--- config.mk ---
export PLATFORM = sky130hd
export DESIGN_NAME = epp_host_engine
export DESIGN_NICKNAME = d
export VERILOG_FILES = /design/src/rtl/epp_host_pkg.sv /design/src/rtl/epp_sync2.sv /design/src/rtl/epp_irq_capture.sv /design/src/rtl/epp_cycle_fsm.sv /design/src/rtl/epp_host_engine.sv
export SDC_FILE = /design/constraint.sdc
export NUM_CORES = 1
export LEC_CHECK = 0
export CORE_ASPECT_RATIO = 0.7
export CORE_MARGIN = 1
export CORE_UTILIZATION = 50
export CTS_CLUSTER_DIAMETER = 100
export DETAILED_ROUTE_END_ITERATION = 10
export GPL_TIMING_DRIVEN = 0
export PLACE_DENSITY = 0.84
export SLEW_MARGIN = 20
export SYNTH_ARGS = -nofsm -noshare
export SYNTH_HDL_FRONTEND = slang
export SYNTH_SLANG_ARGS = --single-unit
--- constraint.sdc ---
create_clock -name clk -period 4.1 [get_ports clk]
set_input_delay 0.82 -clock clk [delete_from_list [all_inputs] [get_ports clk]]
set_output_delay 0.82 -clock clk [all_outputs]
set_load 0.01 [all_outputs]
--- src/rtl/epp_host_pkg.sv ---
package epp_host_pkg;

    localparam int BYTE_W = 8;

    typedef enum logic [2:0] {
        ST_IDLE,
        ST_RST,
        ST_READY,
        ST_SETUP,
        ST_STROBE
    } epp_state_e;

    typedef struct packed {
        logic              write;
        logic              addr;
        logic [BYTE_W-1:0] data;
    } epp_req_t;

    function automatic logic strobe_phase(input epp_state_e st);
        return st == ST_STROBE;
    endfunction

    function automatic logic drive_phase(input epp_state_e st);
        return (st == ST_SETUP) || (st == ST_STROBE);
    endfunction

endpackage

--- src/rtl/epp_sync2.sv ---
module epp_sync2 #(
    parameter int          W       = 1,
    parameter logic [W-1:0] RST_VAL = '0
) (
    input  logic         clk,
    input  logic         rst,
    input  logic [W-1:0] d,
    output logic [W-1:0] q
);
    logic [W-1:0] stage1;

    always_ff @(posedge clk) begin
        if (rst) begin
            stage1 <= RST_VAL;
            q      <= RST_VAL;
        end else begin
            stage1 <= d;
            q      <= stage1;
        end
    end
endmodule

--- src/rtl/epp_irq_capture.sv ---
module epp_irq_capture (
    input  logic clk,
    input  logic rst,
    input  logic intr_s,
    input  logic clear,
    output logic pending
);
    logic intr_prev;

    always_ff @(posedge clk) begin
        if (rst) begin
            intr_prev <= 1'b0;
            pending   <= 1'b0;
        end else begin
            intr_prev <= intr_s;
            pending   <= (pending & ~clear) | (intr_s & ~intr_prev);
        end
    end

    a_r9_pending_sticky: assert property (@(posedge clk) disable iff (rst)
        (pending && !clear) |=> pending);
    a_r9_clear_without_edge: assert property (@(posedge clk) disable iff (rst)
        (clear && intr_prev && intr_s) |=> !pending);
endmodule

--- src/rtl/epp_cycle_fsm.sv ---
module epp_cycle_fsm
    import epp_host_pkg::*;
#(
    parameter int CNT_W = 16
) (
    input  logic              clk,
    input  logic              rst,
    input  logic              req_valid,
    input  epp_req_t          req_in,
    input  logic              rst_cmd,
    input  logic [CNT_W-1:0]  cfg_timeout,
    input  logic [CNT_W-1:0]  cfg_rst_len,
    input  logic              wait_s,
    input  logic [BYTE_W-1:0] pd_in,
    output logic              busy,
    output logic              resp_valid,
    output logic              resp_timeout,
    output logic [BYTE_W-1:0] resp_rdata,
    output logic [BYTE_W-1:0] pd_out,
    output logic              pd_oe,
    output logic              n_write,
    output logic              n_dstrb,
    output logic              n_astrb,
    output logic              n_reset
);
    epp_state_e       state;
    epp_req_t         req_q;
    logic [CNT_W-1:0] cnt;
    logic [CNT_W-1:0] rst_last;

    assign rst_last = (cfg_rst_len == '0) ? '0 : cfg_rst_len - 1'b1;

    always_ff @(posedge clk) begin
        if (rst) begin
            state        <= ST_IDLE;
            req_q        <= '0;
            cnt          <= '0;
            resp_valid   <= 1'b0;
            resp_timeout <= 1'b0;
            resp_rdata   <= '0;
        end else begin
            resp_valid <= 1'b0;
            case (state)
                ST_IDLE: begin
                    cnt <= '0;
                    if (rst_cmd) begin
                        state <= ST_RST;
                    end else if (req_valid) begin
                        req_q <= req_in;
                        state <= ST_READY;
                    end
                end
                ST_RST: begin
                    if (cnt >= rst_last) begin
                        state <= ST_IDLE;
                        cnt   <= '0;
                    end else begin
                        cnt <= cnt + 1'b1;
                    end
                end
                ST_READY: begin
                    if (!wait_s) begin
                        state <= ST_SETUP;
                    end else if (cnt == cfg_timeout) begin
                        state        <= ST_IDLE;
                        resp_valid   <= 1'b1;
                        resp_timeout <= 1'b1;
                    end else begin
                        cnt <= cnt + 1'b1;
                    end
                end
                ST_SETUP: begin
                    state <= ST_STROBE;
                    cnt   <= '0;
                end
                ST_STROBE: begin
                    if (wait_s) begin
                        if (!req_q.write) resp_rdata <= pd_in;
                        state        <= ST_IDLE;
                        resp_valid   <= 1'b1;
                        resp_timeout <= 1'b0;
                    end else if (cnt == cfg_timeout) begin
                        state        <= ST_IDLE;
                        resp_valid   <= 1'b1;
                        resp_timeout <= 1'b1;
                    end else begin
                        cnt <= cnt + 1'b1;
                    end
                end
                default: state <= ST_IDLE;
            endcase
        end
    end

    always_comb begin
        busy    = (state != ST_IDLE);
        n_reset = (state != ST_RST);
        pd_oe   = drive_phase(state) && req_q.write;
        n_write = !pd_oe;
        pd_out  = pd_oe ? req_q.data : '0;
        n_dstrb = !(strobe_phase(state) && !req_q.addr);
        n_astrb = !(strobe_phase(state) &&  req_q.addr);
    end

    a_r3_strobes_exclusive: assert property (@(posedge clk) disable iff (rst)
        (n_dstrb || n_astrb));
    a_r1_write_drives_bus: assert property (@(posedge clk) disable iff (rst)
        ((!n_dstrb || !n_astrb) && !n_write) |-> pd_oe);
    a_r2_read_releases_bus: assert property (@(posedge clk) disable iff (rst)
        ((!n_dstrb || !n_astrb) && n_write) |-> !pd_oe);
    a_r5_done_releases_strobes: assert property (@(posedge clk) disable iff (rst)
        resp_valid |-> (n_dstrb && n_astrb && !busy));
    a_r6_abort_releases_bus: assert property (@(posedge clk) disable iff (rst)
        (resp_valid && resp_timeout) |-> (n_dstrb && n_astrb && !pd_oe));
    a_r7_request_held: assert property (@(posedge clk) disable iff (rst)
        (busy && $past(busy)) |-> $stable(req_q));
    a_r8_reset_quiet: assert property (@(posedge clk) disable iff (rst)
        !n_reset |-> (n_dstrb && n_astrb && !pd_oe));
endmodule

--- src/rtl/epp_host_engine.sv ---
module epp_host_engine
    import epp_host_pkg::*;
#(
    parameter int CNT_W = 16
) (
    input  logic              clk,
    input  logic              rst,
    input  logic              req_valid,
    input  logic              req_write,
    input  logic              req_addr,
    input  logic [BYTE_W-1:0] req_wdata,
    input  logic              rst_cmd,
    input  logic [CNT_W-1:0]  cfg_timeout,
    input  logic [CNT_W-1:0]  cfg_rst_len,
    output logic              busy,
    output logic              resp_valid,
    output logic              resp_timeout,
    output logic [BYTE_W-1:0] resp_rdata,
    input  logic              intr_clear,
    output logic              intr_pending,
    input  logic [BYTE_W-1:0] pd_in,
    output logic [BYTE_W-1:0] pd_out,
    output logic              pd_oe,
    output logic              n_write,
    output logic              n_dstrb,
    output logic              n_astrb,
    output logic              n_reset,
    input  logic              wait_n,
    input  logic              intr
);
    logic [1:0] pins_s;
    epp_req_t   req_in;

    assign req_in = '{write: req_write, addr: req_addr, data: req_wdata};

    epp_sync2 #(.W(2), .RST_VAL(2'b01)) u_sync (
        .clk (clk),
        .rst (rst),
        .d   ({intr, wait_n}),
        .q   (pins_s)
    );

    epp_irq_capture u_irq (
        .clk     (clk),
        .rst     (rst),
        .intr_s  (pins_s[1]),
        .clear   (intr_clear),
        .pending (intr_pending)
    );

    epp_cycle_fsm #(.CNT_W(CNT_W)) u_fsm (
        .clk          (clk),
        .rst          (rst),
        .req_valid    (req_valid),
        .req_in       (req_in),
        .rst_cmd      (rst_cmd),
        .cfg_timeout  (cfg_timeout),
        .cfg_rst_len  (cfg_rst_len),
        .wait_s       (pins_s[0]),
        .pd_in        (pd_in),
        .busy         (busy),
        .resp_valid   (resp_valid),
        .resp_timeout (resp_timeout),
        .resp_rdata   (resp_rdata),
        .pd_out       (pd_out),
        .pd_oe        (pd_oe),
        .n_write      (n_write),
        .n_dstrb      (n_dstrb),
        .n_astrb      (n_astrb),
        .n_reset      (n_reset)
    );
endmodule

# Word level (Yosys, flattened, before mapping)

Cells that the tools add are included.

Add/sub/neg operators: 2
Magnitude comparators: 1
Equality and inequality tests: 10
Multiplexer cells: 22
Bitwise gates (word level): 7
Reduce and logical (&&, ||, !) cells: 19

Operators with widths:

| cell                                                   | count |
|---|---|
| 2-to-1 mux 16 bit                                      | 5 |
| case mux 16 bit (4 select lines)                       | 1 |
| 2-to-1 mux 3 bit                                       | 6 |
| adder 16 x 1 -> 16 bit (second input constant)         | 1 |
| equality test 16 bit                                   | 1 |
| greater-or-equal comparator 16 bit                     | 1 |
| zero test 16 bit                                       | 1 |
| subtractor 16 x 1 -> 16 bit (second input constant)    | 1 |
| case mux 3 bit (5 select lines)                        | 1 |
| AND reduction 3 bit                                    | 3 |
| 2-to-1 mux 8 bit                                       | 1 |
| equality test 3 x 2 -> 1 bit (second input constant)   | 2 |
| 2-to-1 mux 1 bit                                       | 6 |
| zero test 1 bit                                        | 4 |
| inequality test 2 bit (second input constant)          | 2 |
| NOT 1 bit                                              | 4 |
| case mux 1 bit (2 select lines)                        | 2 |
| AND reduction 2 bit                                    | 2 |
| nonzero test 4 bit                                     | 1 |
| equality test 3 x 1 -> 1 bit (second input constant)   | 1 |
| equality test 3 bit (second input constant)            | 1 |
| logical AND 1 bit                                      | 3 |
| zero test 3 bit                                        | 1 |
| inequality test 3 x 1 -> 1 bit (second input constant) | 1 |
| 8 further kinds                                        | 9 |

Flip-flop bits (word level): 45
Bits of input ports: 57
Output and inout bits: 25
Word-level logic and storage cells: 73

# Logic depth before layout (Yosys ltp)

Gate-level depths: netlist of the first run.

Depth in word-level cells: 5
Gate-level depth with buffers: 14
Gate-level depth less buffers: 13

# Hierarchy

Synthesis of the first run repeated with hierarchy kept, for this count alone.

Cell total of the unflattened synthesis: 342
Area total of the unflattened synthesis: 2941.6 um^2

Modules (own cells, without submodules):

| module          | times used | cells each | area each (um^2) | seq. area each (um^2) |
|---|---|---|---|---|
| epp_cycle_fsm   | 1          | 328        | 2761.4           | 780.7 |
| epp_sync2       | 1          | 8          | 105.1            | 80.1 |
| epp_irq_capture | 1          | 6          | 75.1             | 40.0 |

# Least setup slack after synthesis of the first run

OpenSTA, ideal clock, no wires.

Path kind: input -> register
Start point: input cfg_rst_len[5]
End point: register u_fsm.cnt[7]
Setup time: 79 ps
Arrival time: 3544 ps
Data required time: 4021 ps
Setup slack: 477 ps
Cell stages on the path: 14
Path buffers: 1
Cell sequence: or4_4 -> nor3_4 -> nor3b_4 -> nand2_2 -> nor3b_2 -> a21oi_2 -> ha_1 -> a211oi_1 -> o21a_1 -> o211ai_1 -> o31ai_2 -> a21oi_2 -> buf_6 -> nor3_1

Longest elaborated chain between the ends: 5
Elaborated cells on any way between the ends: 6
Classes of those cells: add/sub (1); order compare (1); mux (3); reduce/logical (1)

Ends and longest elaborated chain:

| item                                                                   | line                  | text |
|---|---|---|
| from (decl)                                                            | epp_host_engine.sv:14 | `input logic [CNT_W-1:0] cfg_rst_len,` |
| subtractor 16 x 1 -> 16 bit / zero test 16 bit (equally long branches) | epp_cycle_fsm.sv:31   | `assign rst_last = (cfg_rst_len == '0) ? '0 : cfg_rst_len - 1'b1;` |
| 2-to-1 mux 16 bit (*)                                                  | epp_cycle_fsm.sv:31   |  |
| greater-or-equal comparator 16 bit (*)                                 | epp_cycle_fsm.sv:54   | `if (cnt >= rst_last) begin` |
| 2-to-1 mux 16 bit (*)                                                  | epp_cycle_fsm.sv:54   |  |
| case mux 16 bit (4 select lines) (*)                                   | epp_cycle_fsm.sv:43   | `case (state)` |
| to (signal assigned)                                                   | epp_cycle_fsm.sv:58   | `cnt <= cnt + 1'b1;` |
| to (signal assigned)                                                   | epp_cycle_fsm.sv:69   | `cnt <= cnt + 1'b1;` |
| to (signal assigned)                                                   | epp_cycle_fsm.sv:87   | `cnt <= cnt + 1'b1;` |
| to (decl)                                                              | epp_cycle_fsm.sv:28   | `logic [CNT_W-1:0] cnt;` |

Mark *: on every way between the ends. The rest lies on a longest branch, timed or not.
A chain may end at the register's enable or synchronous reset.

# Worst setup path in the final report of the first run

Start point: input cfg_rst_len[10]
End point: register u_fsm.cnt[9]

Same word-level chain as after synthesis.

==> impl_metrics.json, run 1 <==
{
  "regArea_um2": 901,
  "grt_use_met2_pct": 40.5,
  "synth.most_common_cell": "dfxtp_1",
  "dp_cells": 525,
  "p_leak_nw": 1.73,
  "drtPass1Iterations": 4,
  "yosys-top-cells-count": "dfxtp_1 (45), nor2_1 (33), nand2_1 (27), xnor2_1 (26), mux2i_1 (21)",
  "coreArea_um2": 6220,
  "wirelength_um": 9340,
  "synth_ff_type": "dfxtp_1",
  "dp.final_hpwl_um": 6990,
  "syn-num-nets": 443,
  "place_area_um2": 4120,
  "start_util_pct": 51.9,
  "place.gp.congestion": 0.917,
  "r2r-end": "u_fsm.cnt[9]$_SDFFE_PP0P_",
  "die_area_um2": 6780,
  "setup_violations": 0,
  "required_ns": 4.33,
  "cts-root-buf": "clkbuf_8",
  "drive_gt1_share_pct": 15.9,
  "vias": 3156,
  "outcome": "completed",
  "gr-max-usage-layer": "met2",
  "cp-start-kind": "input pin",
  "hold_violations": 0,
  "layout.cells.non_filler": 542,
  "cts_max_path_buffers": 2,
  "multi_input_area_um2": 2220,
  "clkSinkCount": 45,
  "slowest_stage": "or4_4",
  "use_met1_pct": 38.7,
  "grt_pass1_vias": 2876,
  "ant_nets": 0,
  "fin_area_um2": 4360,
  "hold_buffers": 0,
  "grt_max_degree": 16,
  "power_switching_w": 0.000285,
  "reg2reg_setup_slack_ns": 1.79,
  "sequentialPowerShare_pct": 47.0,
  "worstPathCellList": "clkdlybuf4s50_1 -> or4_4 -> nor3b_4 -> nand2_2 -> nor3b_2 -> a21oi_2 -> ha_1 -> a211oi_2 -> o21a_1 -> o211ai_1 -> o31ai_2 -> buf_4 -> a21oi_4 -> buf_4 -> a311oi_2",
  "cap_violations": 0,
  "arrival_ns": 4.18,
  "reg2reg_from": "u_fsm.cnt[0]$_SDFFE_PP0P_",
  "nFillCells": 457,
  "cts_max_level": 2,
  "end_kind": "flip-flop",
  "area_growth_syn_to_layout_pct": 35.3,
  "worstPathMaxFanout": 4,
  "hold_start": "u_sync.stage1[0]$_SDFF_PP1_",
  "crit_end": "u_fsm.cnt[9]$_SDFFE_PP0P_",
  "power_density_nw_per_um2": 223,
  "gr-total-overflow": 0,
  "finalCritPeriodShare_pct": 96.4,
  "insertion_delay_ns": 0.31,
  "synth-edff-count": 0,
  "netlist_instances": 367,
  "viasPerCell": 5.82,
  "ir_drop_v": 0.000155,
  "routedWlPerCell_um": 17.2,
  "intPower_w": 0.000688,
  "holdWs_ns": 0.427,
  "grt_antenna_before_repair": 0,
  "synthesis.area_um2": 3230,
  "grt_pass1_wl_um": 14600,
  "yosysWarnings": 0,
  "path_class": "input pin to flip-flop",
  "track_usage_pct": 27.2,
  "numPortBuffers": 80,
  "use_met3_pct": 6.05,
  "drt-initial-drc-count": 241,
  "synth_top_area_share_pct": 27.9,
  "io_pins": 82,
  "fin_skew_ns": 0.00777,
  "seq_area_frac_synth_pct": 27.9,
  "min_path_type": "flip-flop to flip-flop",
  "tightest_slew_ns": 0.810,
  "pwr-share-comb_pct": 23.5,
  "cts_made_buffers": 5,
  "synth_area_leader_cell": "dfxtp_1",
  "synth_area_leaders": "dfxtp_1 (28%), ha_1 (7.4%), xnor2_1 (7.1%)",
  "dieHeight_um": 69.2,
  "fin_total_pwr_w": 0.000973,
  "p_clk_share_pct": 29.5,
  "antenna_cells": 0,
  "synthArstFlopShare_pct": 0,
  "ys_ff_latch": 45,
  "die_w_um": 98,
  "max_freq_mhz": 253,
  "cpMostUsedCell": "buf_4",
  "fin_nets": 539,
  "fin_crit_ns": 3.95,
  "swShare_pct": 29.3,
  "cts_tree": "built",
  "slew_viol_final": 0,
  "cp-startpoint": "cfg_rst_len[10]",
  "drc_errors": 0,
  "reg2reg_depth": 10,
  "post-route-util_pct": 70.2,
  "synth.avg_cell_area_um2": 8.79,
  "max_slew_margin_pct": 46.0,
  "row_count": 24,
  "synth_cell_type_count": 63,
  "clk_pin_slew_ns": 0.09,
  "max_stage_delay_ns": 0.57
}
critical path: cells and delay by family:
kind | cells | cell delay (ns)
AND/OR/NAND/NOR | 4 | 1.21
adder cells (fa/ha/maj) | 1 | 0.33
buffers and inverters | 3 | 0.78
AO/OA/AOI/OAI | 7 | 1.05
worst min path at each step:
stage | endpoint | cells past startpoint
global placement | u_sync.q[0]$_SDFF_PP1_ | 1
CTS | u_sync.q[0]$_SDFF_PP1_ | 1
detailed placement | u_sync.q[0]$_SDFF_PP1_ | 1
finish | u_sync.q[0]$_SDFF_PP1_ | 1
floorplan | u_sync.q[0]$_SDFF_PP1_ | 1
global route | u_sync.q[0]$_SDFF_PP1_ | 1
flip-flops by register name, indices dropped and copies added (netlist names):
signal,count
u_fsm.resp_valid,1
u_fsm.resp_rdata,8
u_irq.pending,1
u_sync.q,2
u_fsm.cnt,16
u_irq.intr_prev,1
u_fsm.req_q,10
u_sync.stage1,2
u_fsm.resp_timeout,1
u_fsm.state,3
stage by stage:
step | setup TNS, ns | setup slack, ns
after CTS | 0 | 0.00157
after global placement | -6.72 | -0.508
after global routing | -0.139 | -0.0272
after floorplan | 0 | 0.477
after detailed placement | -8.14 | -0.606
final | 0 | 0.149
repair_timing:
item / 4_1_cts / 5_1_grt
pin swaps: 3 / 10
endpoints found under the setup margin: 16 / 17
gates resized for setup: 4 / 9
buffers inserted: 6 / 3
final cells by class:
class	count	share of cell area [%]
inverters	13	1.12
well taps	78	2.24
repair buffers	89	20.1
flip-flops and latches	45	20.6
clock inverters	3	0.516
plain buffers	19	3.01
clock buffers	5	1.58
multi-input cells	290	50.8
metal layers:
metal / wire length [µm] / up-vias
li1: - / 1516
met1: 4310 / 1497
met2: 4260 / 126
met3: 625 / 17
met4: 144 / 0
met5: 0 / -
logic make-up (layout without fill, tap and decap cells):
group / Yosys count / count (layout) / synth area share [%]
xor gates and xnor gates: 32 / 32 / 8.69
buffers and inverters: 32 / 129 / 5.59
AOI/OAI and AO/OA: 62 / 62 / 15.0
DFF: 45 / 45 / 27.9
and+or+nand+nor: 156 / 156 / 28.9
adders and majority gates: 19 / 19 / 7.37
muxes: 21 / 21 / 6.52
cell usage in the layout, fill, tap and decap left out, types with 3 or more instances in the layout:
cell and instances:
xnor2_1 26, mux2i_1 21, nor2b_1 7, buf_6 6, a211oi_1 7, clkbuf_8 5
o21ai_0 5, inv_1 11, buf_4 11, nand2b_1 7, and3_1 4, a31oi_1 3
clkdlybuf4s50_1 76, a21o_1 5, or3_1 3, nor3_2 11, dlymetal6s2s_1 4, nand3_1 10
clkbuf_1 5, nand2_1 27, nor2_1 33, a21oi_1 11, nor4_1 4, dfxtp_1 45
o21a_1 3, nand4_1 13, nor3_1 8, buf_2 6, xor2_1 6, ha_1 18
a211oi_2 3, and2_1 8
power groups by stage:
stage | combinational (W) | clock, W | sequential (W)
2_1_floorplan | 0.000109 | 0 | 0.000465
3_3_place_gp | 0.000199 | 0 | 0.000466
3_5_place_dp | 0.000206 | 0 | 0.000467
4_1_cts | 0.000220 | 0.000290 | 0.000457
5_1_grt | 0.000245 | 0.000307 | 0.000459
6_report | 0.000228 | 0.000287 | 0.000458
Power figures use the tool's default switching activity.
==> run 2: changes to the inputs <==
- REMOVE_ABC_BUFFERS: not set -> 1
==> run 2 against run 1 <==
  * Largest power group unchanged
  * Final cell count fell by 2.6%
  * Largest cell class unchanged
  * Clock-buffer cell count rose by 3
  * Via count fell by 3.2%
  * The flow now finishes with violations (design-rule violations)
  * Hold slack got worse by 0.011 ns
==> impl_metrics.json, run 2 (synthesis gave the netlist of run 1 again) <==
{
  "cp-start-kind": "input pin",
  "reg2reg_depth": 6,
  "dieHeight_um": 69.2,
  "numPortBuffers": 81,
  "io_pins": 82,
  "vias": 3054,
  "place.gp.congestion": 0.928,
  "grt_pass1_wl_um": 13500,
  "hold_buffers": 0,
  "ant_nets": 0,
  "die_area_um2": 6780,
  "fin_crit_ns": 3.95,
  "grt_pass1_vias": 2812,
  "layout.cells.non_filler": 528,
  "coreArea_um2": 6220,
  "drc_errors": 1,
  "max_freq_mhz": 253,
  "violations": "design-rule violations",
  "top_regs": "u_fsm.cnt x16, u_fsm.req_q x10, u_fsm.resp_rdata x8",
  "p_leak_nw": 1.64,
  "reg2reg_setup_slack_ns": 1.72,
  "grt_use_met2_pct": 39.0,
  "most-common-layout-cells": "clkdlybuf4s50_1 (76), dfxtp_1 (45), nor2_1 (33)",
  "dp.final_hpwl_um": 6080,
  "cap_violations": 0,
  "arrival_ns": 4.17,
  "required_ns": 4.31,
  "hold_start": "u_sync.stage1[0]$_SDFF_PP1_",
  "crit_end": "u_fsm.state[0]$_SDFFE_PP0P_",
  "dp_cells": 508,
  "viasPerCell": 5.78,
  "hold_violations": 0,
  "start_util_pct": 51.9,
  "track_usage_pct": 24.8,
  "clkSinkCount": 45,
  "r2r-end": "u_fsm.cnt[9]$_SDFFE_PP0P_",
  "gr-total-overflow": 0,
  "cts_made_buffers": 5,
  "tightest_slew_ns": 0.741,
  "gr-max-usage-layer": "met2",
  "min_path_type": "flip-flop to flip-flop",
  "clk_pin_slew_ns": 0.08,
  "cts_tree": "built",
  "cts_max_level": 2,
  "cts-root-buf": "clkbuf_8",
  "fin_skew_ns": 0.00346,
  "insertion_delay_ns": 0.29,
  "area_growth_syn_to_layout_pct": 33.0,
  "holdWs_ns": 0.416,
  "layout_commonest_cell": "clkdlybuf4s50_1",
  "finalCritPeriodShare_pct": 96.4,
  "grt_antenna_before_repair": 0,
  "use_met3_pct": 6.05,
  "post-route-util_pct": 69.0,
  "row_count": 24,
  "power_density_nw_per_um2": 218,
  "reg2reg_from": "u_fsm.state[0]$_SDFFE_PP0P_",
  "fin_nets": 525,
  "use_met1_pct": 34.4,
  "outcome": "complete, but fails checks",
  "antenna_cells": 0,
  "cp-startpoint": "cfg_rst_len[0]",
  "timing.final.ws_setup_ns": 0.148,
  "largest_reg_flops": 16,
  "setup_violations": 0,
  "slew_viol_final": 0,
  "dp_slack_ns": -0.865,
  "end_kind": "flip-flop",
  "worstPathMaxFanout": 5,
  "max_slew_margin_pct": 50.5,
  "routedWlPerCell_um": 15.8,
  "wirelength_um": 8340,
  "drtPass1Iterations": 9,
  "ir_drop_v": 0.000159,
  "die_w_um": 98,
  "grt_max_degree": 27,
  "drive_gt1_share_pct": 13.8,
  "top_register": "u_fsm.cnt",
  "path_class": "input pin to flip-flop",
  "drt-initial-drc-count": 260,
  "cts_max_path_buffers": 2,
  "nFillCells": 472
}
## run 2: changes by cell type in the layout (fill, tap and decap cells not counted), moves of 2 or more
cell,previous run,this run
buf_2,6,1
buf_4,11,6
clkbuf_1,5,3
clkinv_4,2,0
dlygate4sd2_1,0,4
dlymetal6s2s_1,4,0
## run 2: power breakdown
group	internal, W	switching [W]	total, W
sequential	0.000448	0.0000153	0.000464
clock	0.000121	0.000143	0.000265
combinational	0.000109	0.0000981	0.000207
total	0.000678	0.000257	0.000935
## run 2: layout make-up
class / count / area [µm²] / area share, %
clock buffers: 8 / 80.1 / 1.87
flip-flops and latches: 45 / 901 / 21.0
inverters: 13 / 48.8 / 1.14
repair buffers: 93 / 930 / 21.7
multi-input cells: 291 / 2230 / 52.0
well taps: 78 / 97.6 / 2.28
## run 2: per-layer routing
layer	vias up	share of wire (%)
met3	19	7.9
met5	-	0
li1	1493	-
met1	1426	46
met4	0	1.2
met2	116	45
## run 2: worst min-delay path by stage
| stage | slack, ns | cells after the start | end |
|---|---|---|---|
| 2_1_floorplan | 0.39 | 1 | u_sync.q[0]$_SDFF_PP1_ |
| 3_3_place_gp | 0.40 | 1 | u_sync.q[0]$_SDFF_PP1_ |
| 3_5_place_dp | 0.40 | 1 | u_sync.q[0]$_SDFF_PP1_ |
| 4_1_cts | 0.42 | 1 | u_sync.q[0]$_SDFF_PP1_ |
| 5_1_grt | 0.43 | 1 | u_sync.q[0]$_SDFF_PP1_ |
| 6_report | 0.42 | 1 | u_sync.q[0]$_SDFF_PP1_ |
## run 2: per-stage QoR
stage / total power [W] / TNS [ns] / area, µm²
after floorplan: 0.000559 / 0 / 3090
after global routing: 0.000978 / -0.00207 / 4290
final: 0.000935 / 0 / 4290
after global placement: 0.000655 / -12.75 / 4000
after CTS: 0.000934 / 0 / 4210
after detailed placement: 0.000661 / -13.46 / 4030
## run 2: timing repair
item	4_1_cts	5_1_grt
buffers inserted	6	3
endpoints found under the setup margin	16	17
resized for setup	13	4
pin swaps	10	7
gates cloned	1	0
## run 2: critical path, cell delays in order
cell and delay [ns]:
clkdlybuf4s50_1 0.61, inv_1 0.10, ha_1 0.25, nor2b_1 0.20, a31oi_1 0.36, ha_1 0.30
nand2b_1 0.18, a2111oi_4 0.43, nor4_4 0.11, o31ai_4 0.30, buf_6 0.16, buf_4 0.10
a21oi_1 0.05, nor3_1 0.19
